<file path="src/rtl/pwb_pkg.sv">
package pwb_pkg;
  localparam int STALL_W = 2;

  typedef struct packed {
    logic capture;
    logic useHold;
  } pwbStrobes_t;

  function automatic logic [STALL_W-1:0] extraCycles(
    input logic fastClass, input logic inRepeat,
    input logic rptFirst, input logic rptLast,
    input logic rptIntExit, input logic rptReentry);
    logic edgeIter;
    edgeIter = rptFirst | rptLast | rptIntExit | rptReentry;
    if (inRepeat) extraCycles = edgeIter ? STALL_W'(2) : STALL_W'(0);
    else          extraCycles = fastClass ? STALL_W'(1) : STALL_W'(2);
  endfunction
endpackage

</file>
<file path="src/rtl/pwb_datapath.sv">
module pwb_datapath
  import pwb_pkg::*;
#(
  parameter int DATA_W = 16,
  parameter int PAGE_W = 8,
  parameter int PM_W   = 24,
  localparam int OFS_W = DATA_W - 1,
  localparam int PMA_W = PAGE_W + OFS_W
)(
  input  logic              clk,
  input  logic              rstN,
  input  logic              cfgWe,
  input  logic              cfgWinEn,
  input  logic [PAGE_W-1:0] cfgPage,
  input  logic [OFS_W-1:0]  addrOfs,
  input  logic [PM_W-1:0]   pmData,
  input  pwbStrobes_t       strobes,
  output logic              winEnQ,
  output logic [PMA_W-1:0]  pmAddr,
  output logic [DATA_W-1:0] dataOut
);
  logic [PAGE_W-1:0] pageQ;
  logic [DATA_W-1:0] holdQ;
  logic [DATA_W-1:0] lowHalf;
  logic              unusedUpper;

  always_ff @(posedge clk) begin
    if (!rstN) begin
      winEnQ <= 1'b0;
      pageQ  <= '0;
    end else if (cfgWe) begin
      winEnQ <= cfgWinEn;
      pageQ  <= cfgPage;
    end
  end

  assign pmAddr      = {pageQ, addrOfs};
  assign lowHalf     = pmData[DATA_W-1:0];
  assign unusedUpper = ^pmData[PM_W-1:DATA_W];

  always_ff @(posedge clk) begin
    if (!rstN)                holdQ <= '0;
    else if (strobes.capture) holdQ <= lowHalf;
  end

  assign dataOut = strobes.useHold ? holdQ : lowHalf;
endmodule

</file>
<file path="src/rtl/pwb_control.sv">
module pwb_control
  import pwb_pkg::*;
(
  input  logic        clk,
  input  logic        rstN,
  input  logic        readReq,
  input  logic        addrMsb,
  input  logic        winEnQ,
  input  logic        tableBusy,
  input  logic        fastClass,
  input  logic        inRepeat,
  input  logic        rptFirst,
  input  logic        rptLast,
  input  logic        rptIntExit,
  input  logic        rptReentry,
  output logic        pmRead,
  output logic        ramRead,
  output logic        stall,
  output logic        dataValid,
  output pwbStrobes_t strobes
);
  logic [STALL_W-1:0] stallCntQ;
  logic               capPendQ;
  logic               validQ;
  logic               accept;
  logic               windowed;

  assign stall    = (stallCntQ != '0);
  assign accept   = readReq & ~stall;
  assign windowed = addrMsb & winEnQ & ~tableBusy;
  assign pmRead   = accept & windowed;
  assign ramRead  = accept & ~windowed;

  always_ff @(posedge clk) begin
    if (!rstN) begin
      stallCntQ <= '0;
      capPendQ  <= 1'b0;
      validQ    <= 1'b0;
    end else begin
      capPendQ <= pmRead;
      validQ   <= stall && (stallCntQ == STALL_W'(1));
      if (pmRead)
        stallCntQ <= extraCycles(fastClass, inRepeat, rptFirst, rptLast,
                                 rptIntExit, rptReentry);
      else if (stall)
        stallCntQ <= stallCntQ - STALL_W'(1);
    end
  end

  assign dataValid       = (capPendQ && !stall) || validQ;
  assign strobes.capture = capPendQ;
  assign strobes.useHold = validQ;
endmodule

</file>
<file path="src/rtl/pgm_window_bridge.sv">
module pgm_window_bridge
  import pwb_pkg::*;
#(
  parameter int DATA_W = 16,
  parameter int PAGE_W = 8,
  parameter int PM_W   = 24,
  localparam int OFS_W = DATA_W - 1,
  localparam int PMA_W = PAGE_W + OFS_W
)(
  input  logic              clk,
  input  logic              rstN,
  input  logic              cfgWe,
  input  logic              cfgWinEn,
  input  logic [PAGE_W-1:0] cfgPage,
  input  logic              readReq,
  input  logic [DATA_W-1:0] dataAddr,
  input  logic              tableBusy,
  input  logic              fastClass,
  input  logic              inRepeat,
  input  logic              rptFirst,
  input  logic              rptLast,
  input  logic              rptIntExit,
  input  logic              rptReentry,
  input  logic [PM_W-1:0]   pmData,
  output logic              pmRead,
  output logic [PMA_W-1:0]  pmAddr,
  output logic              ramRead,
  output logic              stall,
  output logic              dataValid,
  output logic [DATA_W-1:0] dataOut
);
  pwbStrobes_t strobes;
  logic        winEnQ;

  pwb_control u_ctrl (
    .clk(clk), .rstN(rstN), .readReq(readReq),
    .addrMsb(dataAddr[DATA_W-1]), .winEnQ(winEnQ), .tableBusy(tableBusy),
    .fastClass(fastClass), .inRepeat(inRepeat), .rptFirst(rptFirst),
    .rptLast(rptLast), .rptIntExit(rptIntExit), .rptReentry(rptReentry),
    .pmRead(pmRead), .ramRead(ramRead), .stall(stall),
    .dataValid(dataValid), .strobes(strobes)
  );

  pwb_datapath #(.DATA_W(DATA_W), .PAGE_W(PAGE_W), .PM_W(PM_W)) u_dp (
    .clk(clk), .rstN(rstN), .cfgWe(cfgWe), .cfgWinEn(cfgWinEn),
    .cfgPage(cfgPage), .addrOfs(dataAddr[OFS_W-1:0]), .pmData(pmData),
    .strobes(strobes), .winEnQ(winEnQ), .pmAddr(pmAddr), .dataOut(dataOut)
  );
endmodule

</file>
<file path="config.mk">
export PLATFORM = sky130hd
export DESIGN_NAME = pgm_window_bridge
export DESIGN_NICKNAME = d
export VERILOG_FILES = /design/src/rtl/pwb_pkg.sv /design/src/rtl/pwb_datapath.sv /design/src/rtl/pwb_control.sv /design/src/rtl/pgm_window_bridge.sv
export SDC_FILE = /design/constraint.sdc
export NUM_CORES = 1
export LEC_CHECK = 0
export BUFFER_PORTS_ARGS = -buffer_cell sky130_fd_sc_hd__buf_4
export CORE_MARGIN = 3
export CORE_UTILIZATION = 38
export CTS_BUF_LIST = sky130_fd_sc_hd__clkbuf_4 sky130_fd_sc_hd__clkbuf_8
export DETAILED_ROUTE_END_ITERATION = 10
export HOLD_SLACK_MARGIN = 0.02
export PLACE_DENSITY = 0.78
export SLEW_MARGIN = 30
export SYNTH_ARGS = -nofsm -noshare
export SYNTH_HDL_FRONTEND = slang
export SYNTH_SLANG_ARGS = --single-unit
</file>
<file path="constraint.sdc">
create_clock -name clk -period 1.1 [get_ports clk]
set_input_delay 0.055 -clock clk [delete_from_list [all_inputs] [get_ports clk]]
set_output_delay 0.055 -clock clk [all_outputs]
set_load 0.02 [all_outputs]
</file>
==> impl_metrics.yaml, run 1 <==
worst_setup_path:
  critical_path_class: "reg -> out"
  crit_slowest_cell: "dfxtp_4"
  crit_path_end_kind: "output port"
  max_stage_delay_ps: 400
  crit_buf_inv: 2
  cp-start-kind: "flop"
  cp_cell_sequence: "buf_12, mux2_4, buf_6"
  path_delay_family: "flip-flops"
  crit_required_ps: 1040
  worstPathMaxFanout: 7
  worst_ep_arrival_time_ps: 1260
clocking:
  insertion_delay_ps: 270
  clk_pin_slew_ps: 60
  h-tree-depth: 2
  cts_made_buffers: 5
  clockRootBuffer: "clkbuf_8"
  cts.path.max_buffers: 2
  cts_tree: "done"
  cts_sinks: 29
yosys:
  yosys.cell_types.count: 26
  syn_area_per_cell_sq_um: 10.6
  syn_nets: 203
  synth-edff-count: 0
  synth.most_common_cell: "dfxtp_1"
  synthCells: 141
  syn_area_sq_um: 1490
  synth_top_area_share_pct: 39.0
  yosys.area.top_type: "dfxtp_1"
  synth_seq_cells: 29
  ys.flop_type: "dfxtp_1"
  synth_common_cells: "dfxtp_1 (29), nor2_1 (27), mux2i_1 (26)"
  ys_warn_count: 0
  async_reset_ff_share_pct: 0
  synthTopCellsByArea: "dfxtp_1 (39%), mux2i_1 (17%), mux2_4 (9.1%)"
  yosysSeqAreaShare_pct: 39.0
route:
  first_iter_violations: 21
  post_drt_wl_per_cell_microns: 13.9
  ant_nets: 0
  route.detailed.drc: 0
  vias: 1244
  vias_per_cell: 4.69
  dr.pass1.iters: 4
  wl_microns: 3690
power_and_ir_drop:
  power_frac_seq_pct: 30.3
  p_sw_share_pct: 30.0
  power_leakage_nw: 1.10
  p_sw_mw: 1.17
  p_clk_share_pct: 24.5
  power_density_nw_per_um2: 1620
  power_frac_comb_pct: 45.2
  ir_drop_v: 0.000777
  p_int_mw: 2.72
global_routing:
  grt_usage_pct: 16.3
  grt_max_degree: 18
  first_global_vias: 1227
  antenna_found_initial: 0
  grt_overflow: 0
  grt_pass1_wl_microns: 5600
floorplan:
  die_area_sq_um: 4710
  ios: 103
  die_y_microns: 68.6
  num_rows: 22
  initial_core_util_pct: 40.1
  core_area_sq_um: 3720
  die_x_microns: 68.6
flow_run:
  drv_cap: 0
layout:
  diodes: 0
  drive_gt1_share_pct: 53.9
  finalNonFillerCells: 265
  area_delta_synth_final_pct: 61.4
  nets: 278
timing:
  skew_ps: 1.63
  report.final.setup_viol: 20
  min_period_over_period_pct: 119
  hold_viol_final: 0
  min_period_ps: 1310
  rsz0062_at_grt: "true"
  drv_slew: 0
  tightest_slew_ps: 236
  max-slew-margin-rel_pct: 84.1
  setup_ws_ps: -211
  fmax_mhz: 763
  whs_ps: 28.6
run_status:
  outcome: "finished with violations"
  violations: "negative setup slack"
placement:
  dpl.hpwl_microns: 2350
  port_buffers: 64
  dp_cells: 238
  place_congestion: 0.685
worst_hold_path:
  hold_path_class: "in -> reg"
## per-layer routing
metal,vias to the layer above,routed length [microns],global-route usage (%)
met1,570,1390,16.5
met5,-,0,0
li1,612,-,-
met3,6,249,5.19
met4,0,57,6.95
met2,56,1990,30.3
## layout by cell type (no fill, tap or decap), types with 2 or more instances in the layout
| cell type | netlist | routed |
|---|---|---|
| inv_2 | 0 | 2 |
| buf_4 | 16 | 50 |
| nor2_1 | 27 | 25 |
| buf_12 | 0 | 2 |
| nor2_4 | 0 | 2 |
| mux2_4 | 9 | 16 |
| clkbuf_8 | 0 | 7 |
| dlygate4sd3_1 | 0 | 13 |
| mux2i_1 | 26 | 26 |
| dfxtp_1 | 29 | 25 |
| buf_6 | 2 | 24 |
| dfxtp_2 | 0 | 3 |
## cell type report
class                           instances  area [sq um]
Tap cell                               48          60.1
Clock buffer                            7          96.3
Multi-Input combinational cell         86           793
Inverter                                4          17.5
Sequential cell                        29           588
Fill cell                             298          1310
Clock inverter                          1          5.00
Timing Repair Buffer                   90           843
## registers in the layout (all words and copies together), names as in the netlist
signal,cells
u_dp.winEnQ,1
u_dp.holdQ,16
u_dp.pageQ,8
u_ctrl.validQ,1
u_ctrl.capPendQ,1
u_ctrl.stallCntQ,2
## power by group through the flow
stage | combinational, mW | clock, mW | sequential, mW
after floorplan | 0.815 | 0 | 1.19
after global routing | 1.86 | 1.03 | 1.19
after CTS | 1.68 | 0.981 | 1.18
final | 1.76 | 0.952 | 1.18
after global placement | 1.22 | 0 | 1.17
after detailed placement | 1.24 | 0 | 1.17
## worst min-delay path: stages
cell and delay, ps:
buf_4 80, mux2i_1 60, nor2_1 70
## timing repair
| action | CTS | global route |
|---|---|---|
| buffers inserted | 4 | 1 |
| hold buffers | 13 | 0 |
| gates cloned | 1 | 0 |
| pin swaps | 9 | 5 |
| setup endpoints to repair | 23 | 23 |
| endpoints found under the hold margin | 13 | 0 |
| resized for setup | 43 | 6 |
## per-stage QoR
step	power (mW)	setup slack [ps]	TNS (ps)	cell area, sq um	utilization, %
final	3.89	-211	-3470	2400	64.7
after global routing	4.07	-244	-4380	2400	64.7
after CTS	3.84	-229	-3830	2370	63.8
after detailed placement	2.41	-106	-251	1940	52.3
after global placement	2.38	-34.2	-52.5	1940	52.3
after floorplan	2.00	-12.4	-15.3	1500	-
## final timing paths
check | startpoint | depth (start not counted) | slack (ps) | to
max | u_ctrl.validQ | 3 | -210 | dataOut[15]
min reg2reg | u_dp.holdQ[9] | 2 | 490 | u_dp.holdQ[9]
min | pmData[1] | 3 | 30 | u_dp.holdQ[1]
max reg2reg | u_ctrl.stallCntQ[0] | 6 | 10 | u_ctrl.stallCntQ[0]
## kinds of logic (layout without fill, tap and decap cells)
kind of cell | count (synthesis) | in the layout | share of synthesized area (%)
buffers and inverters | 26 | 102 | 12.6
adders and majority gates | 2 | 2 | 1.68
xor gates and xnor gates | 1 | 1 | 0.588
AOI/OAI and AO/OA | 5 | 5 | 2.35
DFF | 29 | 29 | 39.0
muxes | 42 | 42 | 31.8
and+or+nand+nor | 36 | 36 | 11.9
No activity file was read; power rests on OpenSTA's default activity.
==> run 2: changes to the inputs <==
Settings changed: ABC_AREA set to 1.
==> run 2 against run 1 <==
Effect of this change: the flow still finishes with violations (negative setup slack); sequential share of layout area is 1.0 points higher; synthesized cell count grew 51%; total power is 1.9% lower; sequential cell count unchanged; via count is 21% higher; critical path type unchanged; critical endpoint is now dataOut[4]; largest power group unchanged; highest routed layer unchanged.
==> impl_metrics.yaml, run 2 <==
run_status:
  outcome: "finished with violations"
  violations: "negative setup slack"
yosys:
  syn_area_sq_um: 1440
  synth-edff-count: 0
  synthTopCellsByArea: "dfxtp_1 (40%), nor2_1 (13%), nand2_1 (13%)"
  ys.flop_type: "dfxtp_1"
  syn_area_per_cell_sq_um: 6.75
  synth_top_area_share_pct: 40.4
  synthCells: 213
  synth_top_family_by_area: "simple AND/OR/NAND/NOR gates"
  synthAdderAreaFrac_pct: 1.74
  synth.most_common_cell: "nor2_1"
  synth_common_cells: "nor2_1 (51), nand2_1 (50), dfxtp_1 (29)"
  yosys.cell_types.count: 20
  syn_nets: 275
  synth_compound_area_share_pct: 12.0
  yosys.area.top_type: "dfxtp_1"
  ys_warn_count: 0
  yosysSeqAreaShare_pct: 40.4
  synth_simple_gate_area_share_pct: 29.1
  synth_seq_cells: 29
  synth-xor-area-share_pct: 0.609
  muxShareOfSynthArea_pct: 0
  async_reset_ff_share_pct: 0
floorplan:
  ios: 103
  core_area_sq_um: 3490
  initial_core_util_pct: 41.1
  num_rows: 21
  die_area_sq_um: 4560
  die_y_microns: 67.5
  die_x_microns: 67.5
layout:
  largestRegisters: "u_dp.holdQ (16), u_dp.pageQ (8), u_ctrl.stallCntQ (2)"
  final_cell_mix: "buf_4 (56), nor2_1 (51), nand2_1 (44)"
  register_area_sq_um: 588
  final.fill_count: 309
  area_delta_synth_final_pct: 60.3
  nets: 346
  diodes: 0
  fin_area_sq_um: 2300
  drive_gt1_share_pct: 38.9
  multi_input_comb_area_sq_um: 689
  mostFrequentLayoutCell: "buf_4"
  largest-register: "u_dp.holdQ"
  largest_reg_flops: 16
placement:
  dpl.hpwl_microns: 2310
  place_congestion: 0.737
  port_buffers: 64
  placed_area_sq_um: 1850
  post-place-ws_ps: -9.52
worst_setup_path:
  crit_path_end_kind: "output port"
  cp-start-kind: "flop"
  ff2ff_setup_slack_ps: -50
  rr_startpoint: "u_ctrl.stallCntQ[0]"
  crit_required_ps: 1040
  worstReg2RegEnd: "u_ctrl.stallCntQ[1]"
  r2r_cells: 9
  worstPathMaxFanout: 7
  max_stage_delay_ps: 420
  crit_slowest_cell: "dfxtp_4"
  cp_cell_sequence: "clkinvlp_4, nand2_1, nand2_2, buf_6"
  worst_ep_arrival_time_ps: 1170
  critical_path_class: "reg -> out"
global_routing:
  grt_pass1_wl_microns: 6090
  grt_usage_pct: 17.7
  grt_max_degree: 30
  first_global_vias: 1420
  grt_overflow: 0
  antenna_found_initial: 0
power_and_ir_drop:
  p_int_mw: 2.56
  p_clk_share_pct: 24.7
  power_frac_comb_pct: 43.9
  power_frac_seq_pct: 31.4
  p_sw_share_pct: 32.8
  ir_drop_v: 0.00114
  power_leakage_nw: 1.18
  p_sw_mw: 1.25
  power_density_nw_per_um2: 1650
worst_hold_path:
  worstHoldStart: "pmData[9]"
  hold_path_class: "in -> reg"
  min_to: "u_dp.holdQ[9]"
  holdPathStages: 3
timing:
  whs_ps: 21.8
  skew_ps: 6.18
  max-slew-margin-rel_pct: 82.1
  drv_slew: 0
  report.final.setup_viol: 21
  setup_ws_ps: -128
  rsz0062_at_grt: "true"
  hold_viol_final: 0
  tightest_slew_ps: 269
  min_period_ps: 1230
  min_period_over_period_pct: 112
  fmax_mhz: 814
clocking:
  cts_sinks: 29
  h-tree-depth: 2
  cts_made_buffers: 5
  insertion_delay_ps: 270
  clockRootBuffer: "clkbuf_8"
  cts.path.max_buffers: 2
  clk_pin_slew_ps: 60
  cts_tree: "done"
route:
  ant_nets: 0
  vias_per_cell: 4.55
  route.detailed.drc: 0
  post_drt_wl_per_cell_microns: 11.6
  first_iter_violations: 108
  dr.pass1.iters: 4
  vias: 1507
  wl_microns: 3840
flow_run:
  drv_cap: 0
-- run 2: cell types whose count changed after synthesis, sizes merged, moves of 2 or more --
cell    change
nand2      +51
o21ai      +28
mux2i      -26
nor2       +25
mux2       -16
inv        +10
a21oi       +3
buf         +3
and2        -2
clkinv      +2
nand3       +2
-- run 2: layout make-up --
type / instances / share of cell area, %
inverter: 16 / 3.20
timing repair inverter: 1 / 0.326
clock buffer: 7 / 4.18
clock inverter: 1 / 0.217
multi-input combinational: 143 / 29.9
sequential: 29 / 25.5
tap: 46 / 2.50
timing repair buffer: 88 / 34.1
-- run 2: power groups by stage --
stage / Combinational, mW / Sequential (mW) / Clock, mW
final: 1.67 / 1.20 / 0.941
after CTS: 1.47 / 1.19 / 0.968
after global placement: 1.17 / 1.18 / 0
after global routing: 1.82 / 1.21 / 1.04
after floorplan: 0.732 / 1.21 / 0
after detailed placement: 1.19 / 1.18 / 0
-- run 2: cells by family after synthesis --
logic type,Yosys count
buffers and inverters,41
AND/OR/NAND/NOR,106
adder cells (fa/ha/maj),2
AO/OA/AOI/OAI,34
flip-flops,29
XOR/XNOR,1
-- run 2: per-layer routing --
| layer | share of wire (%) | wire, microns | vias to the layer above | GRT usage (%) |
|---|---|---|---|---|
| met5 | 0 | 0 | - | 0 |
| met4 | 0.81 | 31 | 0 | 6.33 |
| met3 | 6.9 | 265 | 8 | 5.66 |
| met2 | 51 | 1960 | 52 | 33.4 |
| met1 | 41 | 1580 | 667 | 18.0 |
| li1 | - | - | 780 | - |
-- run 2: critical path: cells and delay by family (launching register included) --
kind          cells  cell delay [ps]
flops             1              420
simple gates      2              170
buf+inv           2              310
-- run 2: per-stage QoR --
stage | utilization, % | power, mW | std cells | setup TNS, ps
after global placement | 52.8 | 2.35 | 303 | 0
after detailed placement | 52.8 | 2.37 | 303 | -9.52
final | 66.0 | 3.81 | 331 | -2080
after global routing | 66.0 | 4.07 | 331 | -3510
after CTS | 63.3 | 3.63 | 329 | -1710
after floorplan | - | 1.94 | 213 | 0
-- run 2: timing repair --
action	4_1_cts	5_1_grt
gates resized for setup	32	19
gates cloned	1	1
endpoints found under the hold margin	13	0
pin swaps	3	4
setup buffers	4	1
hold buffers	13	0
setup endpoints to repair	21	22
-- run 2: how the worst max path moves through the flow --
stage | startpoint | to | cells after the start
final | u_ctrl.validQ | dataOut[4] | 4
after detailed placement | u_ctrl.stallCntQ[0] | u_ctrl.stallCntQ[1] | 8
after global routing | u_ctrl.validQ | dataOut[0] | 4
after CTS | u_ctrl.stallCntQ[1] | ramRead | 5
after floorplan | u_ctrl.stallCntQ[0] | u_ctrl.stallCntQ[1] | 8
after global placement | u_ctrl.stallCntQ[0] | u_ctrl.stallCntQ[1] | 8
==> run 3: changes to the inputs <==
==> constraint.sdc (replaced) <==
create_clock -name clk -period 1.1 [get_ports clk]
set_input_delay 0.165 -clock clk [delete_from_list [all_inputs] [get_ports clk]]
set_output_delay 0.165 -clock clk [all_outputs]
set_load 0.02 [all_outputs]
==> run 3 against run 2 <==
Effect of this change: the run still ends with negative setup slack left; via count decreased by 3.6%; clock skew decreased by 3.3 ps; sequential cell count unchanged; routed wire length decreased by 12%; fmax decreased by 6.1%; utilization decreased by 3.7 points; highest routed layer unchanged; cell count decreased by 4.5%; register-to-register slack got worse by 20 ps.
==> impl_metrics.yaml, run 3 (synthesis results as in run 2) <==
run_status:
  outcome: "finished with violations"
  violations: "negative setup slack"
floorplan:
  die_y_microns: 67.5
  ios: 103
  die_area_sq_um: 4560
  die_x_microns: 67.5
  initial_core_util_pct: 41.1
  num_rows: 21
  core_area_sq_um: 3490
worst_setup_path:
  cp-start-kind: "flop"
  crit_required_ps: 940
  crit_path_end_kind: "output port"
  worstPathMaxFanout: 3
  worst_ep_arrival_time_ps: 1140
  ff2ff_setup_slack_ps: -70
  cp_cell_sequence: "inv_2, ha_4, nand2_4, clkinv_4, nand2_4, inv_2, buf_6"
  critical_path_class: "reg -> out"
  max_stage_delay_ps: 320
  crit_slowest_cell: "dfxtp_2"
layout:
  largest-register: "u_dp.holdQ"
  largestRegisters: "u_dp.holdQ (16), u_dp.pageQ (8), u_ctrl.stallCntQ (2)"
  diodes: 0
  final.fill_count: 303
  multi_input_comb_area_sq_um: 721
  mostFrequentLayoutCell: "buf_4"
  area_delta_synth_final_pct: 51.4
  drive_gt1_share_pct: 43.7
  final_cell_mix: "buf_4 (53), nor2_1 (49), nand2_1 (37)"
  register_area_sq_um: 587
  nets: 331
  finalNonFillerCells: 316
  largest_reg_flops: 16
global_routing:
  grt_overflow: 0
  first_global_vias: 1389
  grt_pass1_wl_microns: 5660
  grt_max_degree: 30
  antenna_found_initial: 0
  grt_usage_pct: 15.9
timing:
  rsz0062_at_grt: "true"
  whs_ps: 121
  skew_ps: 2.86
  fmax_mhz: 765
  max-slew-margin-rel_pct: 83.4
  hold_viol_final: 0
  tightest_slew_ps: 247
  min_period_over_period_pct: 119
  setup_ws_ps: -208
  min_period_ps: 1310
  drv_slew: 0
  report.final.setup_viol: 22
placement:
  dp_cells: 305
  dpl.hpwl_microns: 2390
  place_congestion: 0.706
  port_buffers: 64
route:
  route.detailed.drc: 0
  wl_microns: 3390
  vias: 1453
  dr.pass1.iters: 4
  vias_per_cell: 4.60
  post_drt_wl_per_cell_microns: 10.7
  first_iter_violations: 89
  ant_nets: 0
power_and_ir_drop:
  total_power_mw: 3.56
  power_density_nw_per_um2: 1630
  ir_drop_v: 0.000785
  power_leakage_nw: 1.11
worst_hold_path:
  hold_path_class: "in -> reg"
clocking:
  clockRootBuffer: "clkbuf_8"
  cts_tree: "done"
  hold_buffers: 0
  cts.path.max_buffers: 2
  insertion_delay_ps: 260
  cts_made_buffers: 5
  clk_pin_slew_ps: 60
  cts_sinks: 29
  h-tree-depth: 2
flow_run:
  drv_cap: 0
[run 3: worst max-delay path, delay by kind of cell (launching register included)]
| family | cells | cell delay (ps) |
|---|---|---|
| fa+ha+maj | 1 | 170 |
| simple gates | 2 | 130 |
| flops | 1 | 320 |
| buf+inv | 4 | 250 |
[run 3: through the flow]
step	worst slack [ps]	TNS [ps]	area (sq um)	util, %
finish	-208	-3460	2180	62.3
global route	-255	-4450	2180	62.3
CTS	-215	-3550	2120	60.6
detailed placement	-69.8	-328	1860	53.3
global placement	-53.2	-219	1860	53.3
floorplan	-28.3	-40.6	1440	-
[run 3: power by group]
part / internal (mW) / leakage [nW] / switching, mW
Clock: 0.522 / 0.0498 / 0.347
Sequential: 1.14 / 0.238 / 0.0475
Combinational: 0.747 / 0.818 / 0.755
[run 3: per-layer routing]
metal / wire [microns] / GRT usage [%]
met1: 1530 / 19.7
met4: 9 / 4.56
met3: 302 / 4.66
met2: 1540 / 26.7
met5: 0 / 0
[run 3: worst paths after layout]
kind	from	to	cells past startpoint
hold / removal	cfgPage[3]	u_dp.pageQ[3]	3
setup reg to reg	u_ctrl.stallCntQ[1]	u_ctrl.stallCntQ[1]	9
hold reg to reg	u_dp.holdQ[1]	u_dp.holdQ[1]	2
setup / recovery	u_ctrl.stallCntQ[1]	pmRead	7
[run 3: timing repair]
| action | in CTS | in global routing |
|---|---|---|
| endpoints found under the hold margin | 0 | 0 |
| setup endpoints to repair | 21 | 22 |
| setup buffers | 3 | 1 |
| pin swaps | 4 | 2 |
| resized for setup | 38 | 18 |
[run 3: area by class of cell]
type,instances,share of cell area [%]
Clock buffer,8,4.20
Inverter,16,3.16
Multi-Input combinational cell,143,33.1
Tap cell,46,2.64
Sequential cell,29,27.0
Timing Repair Buffer,74,29.9
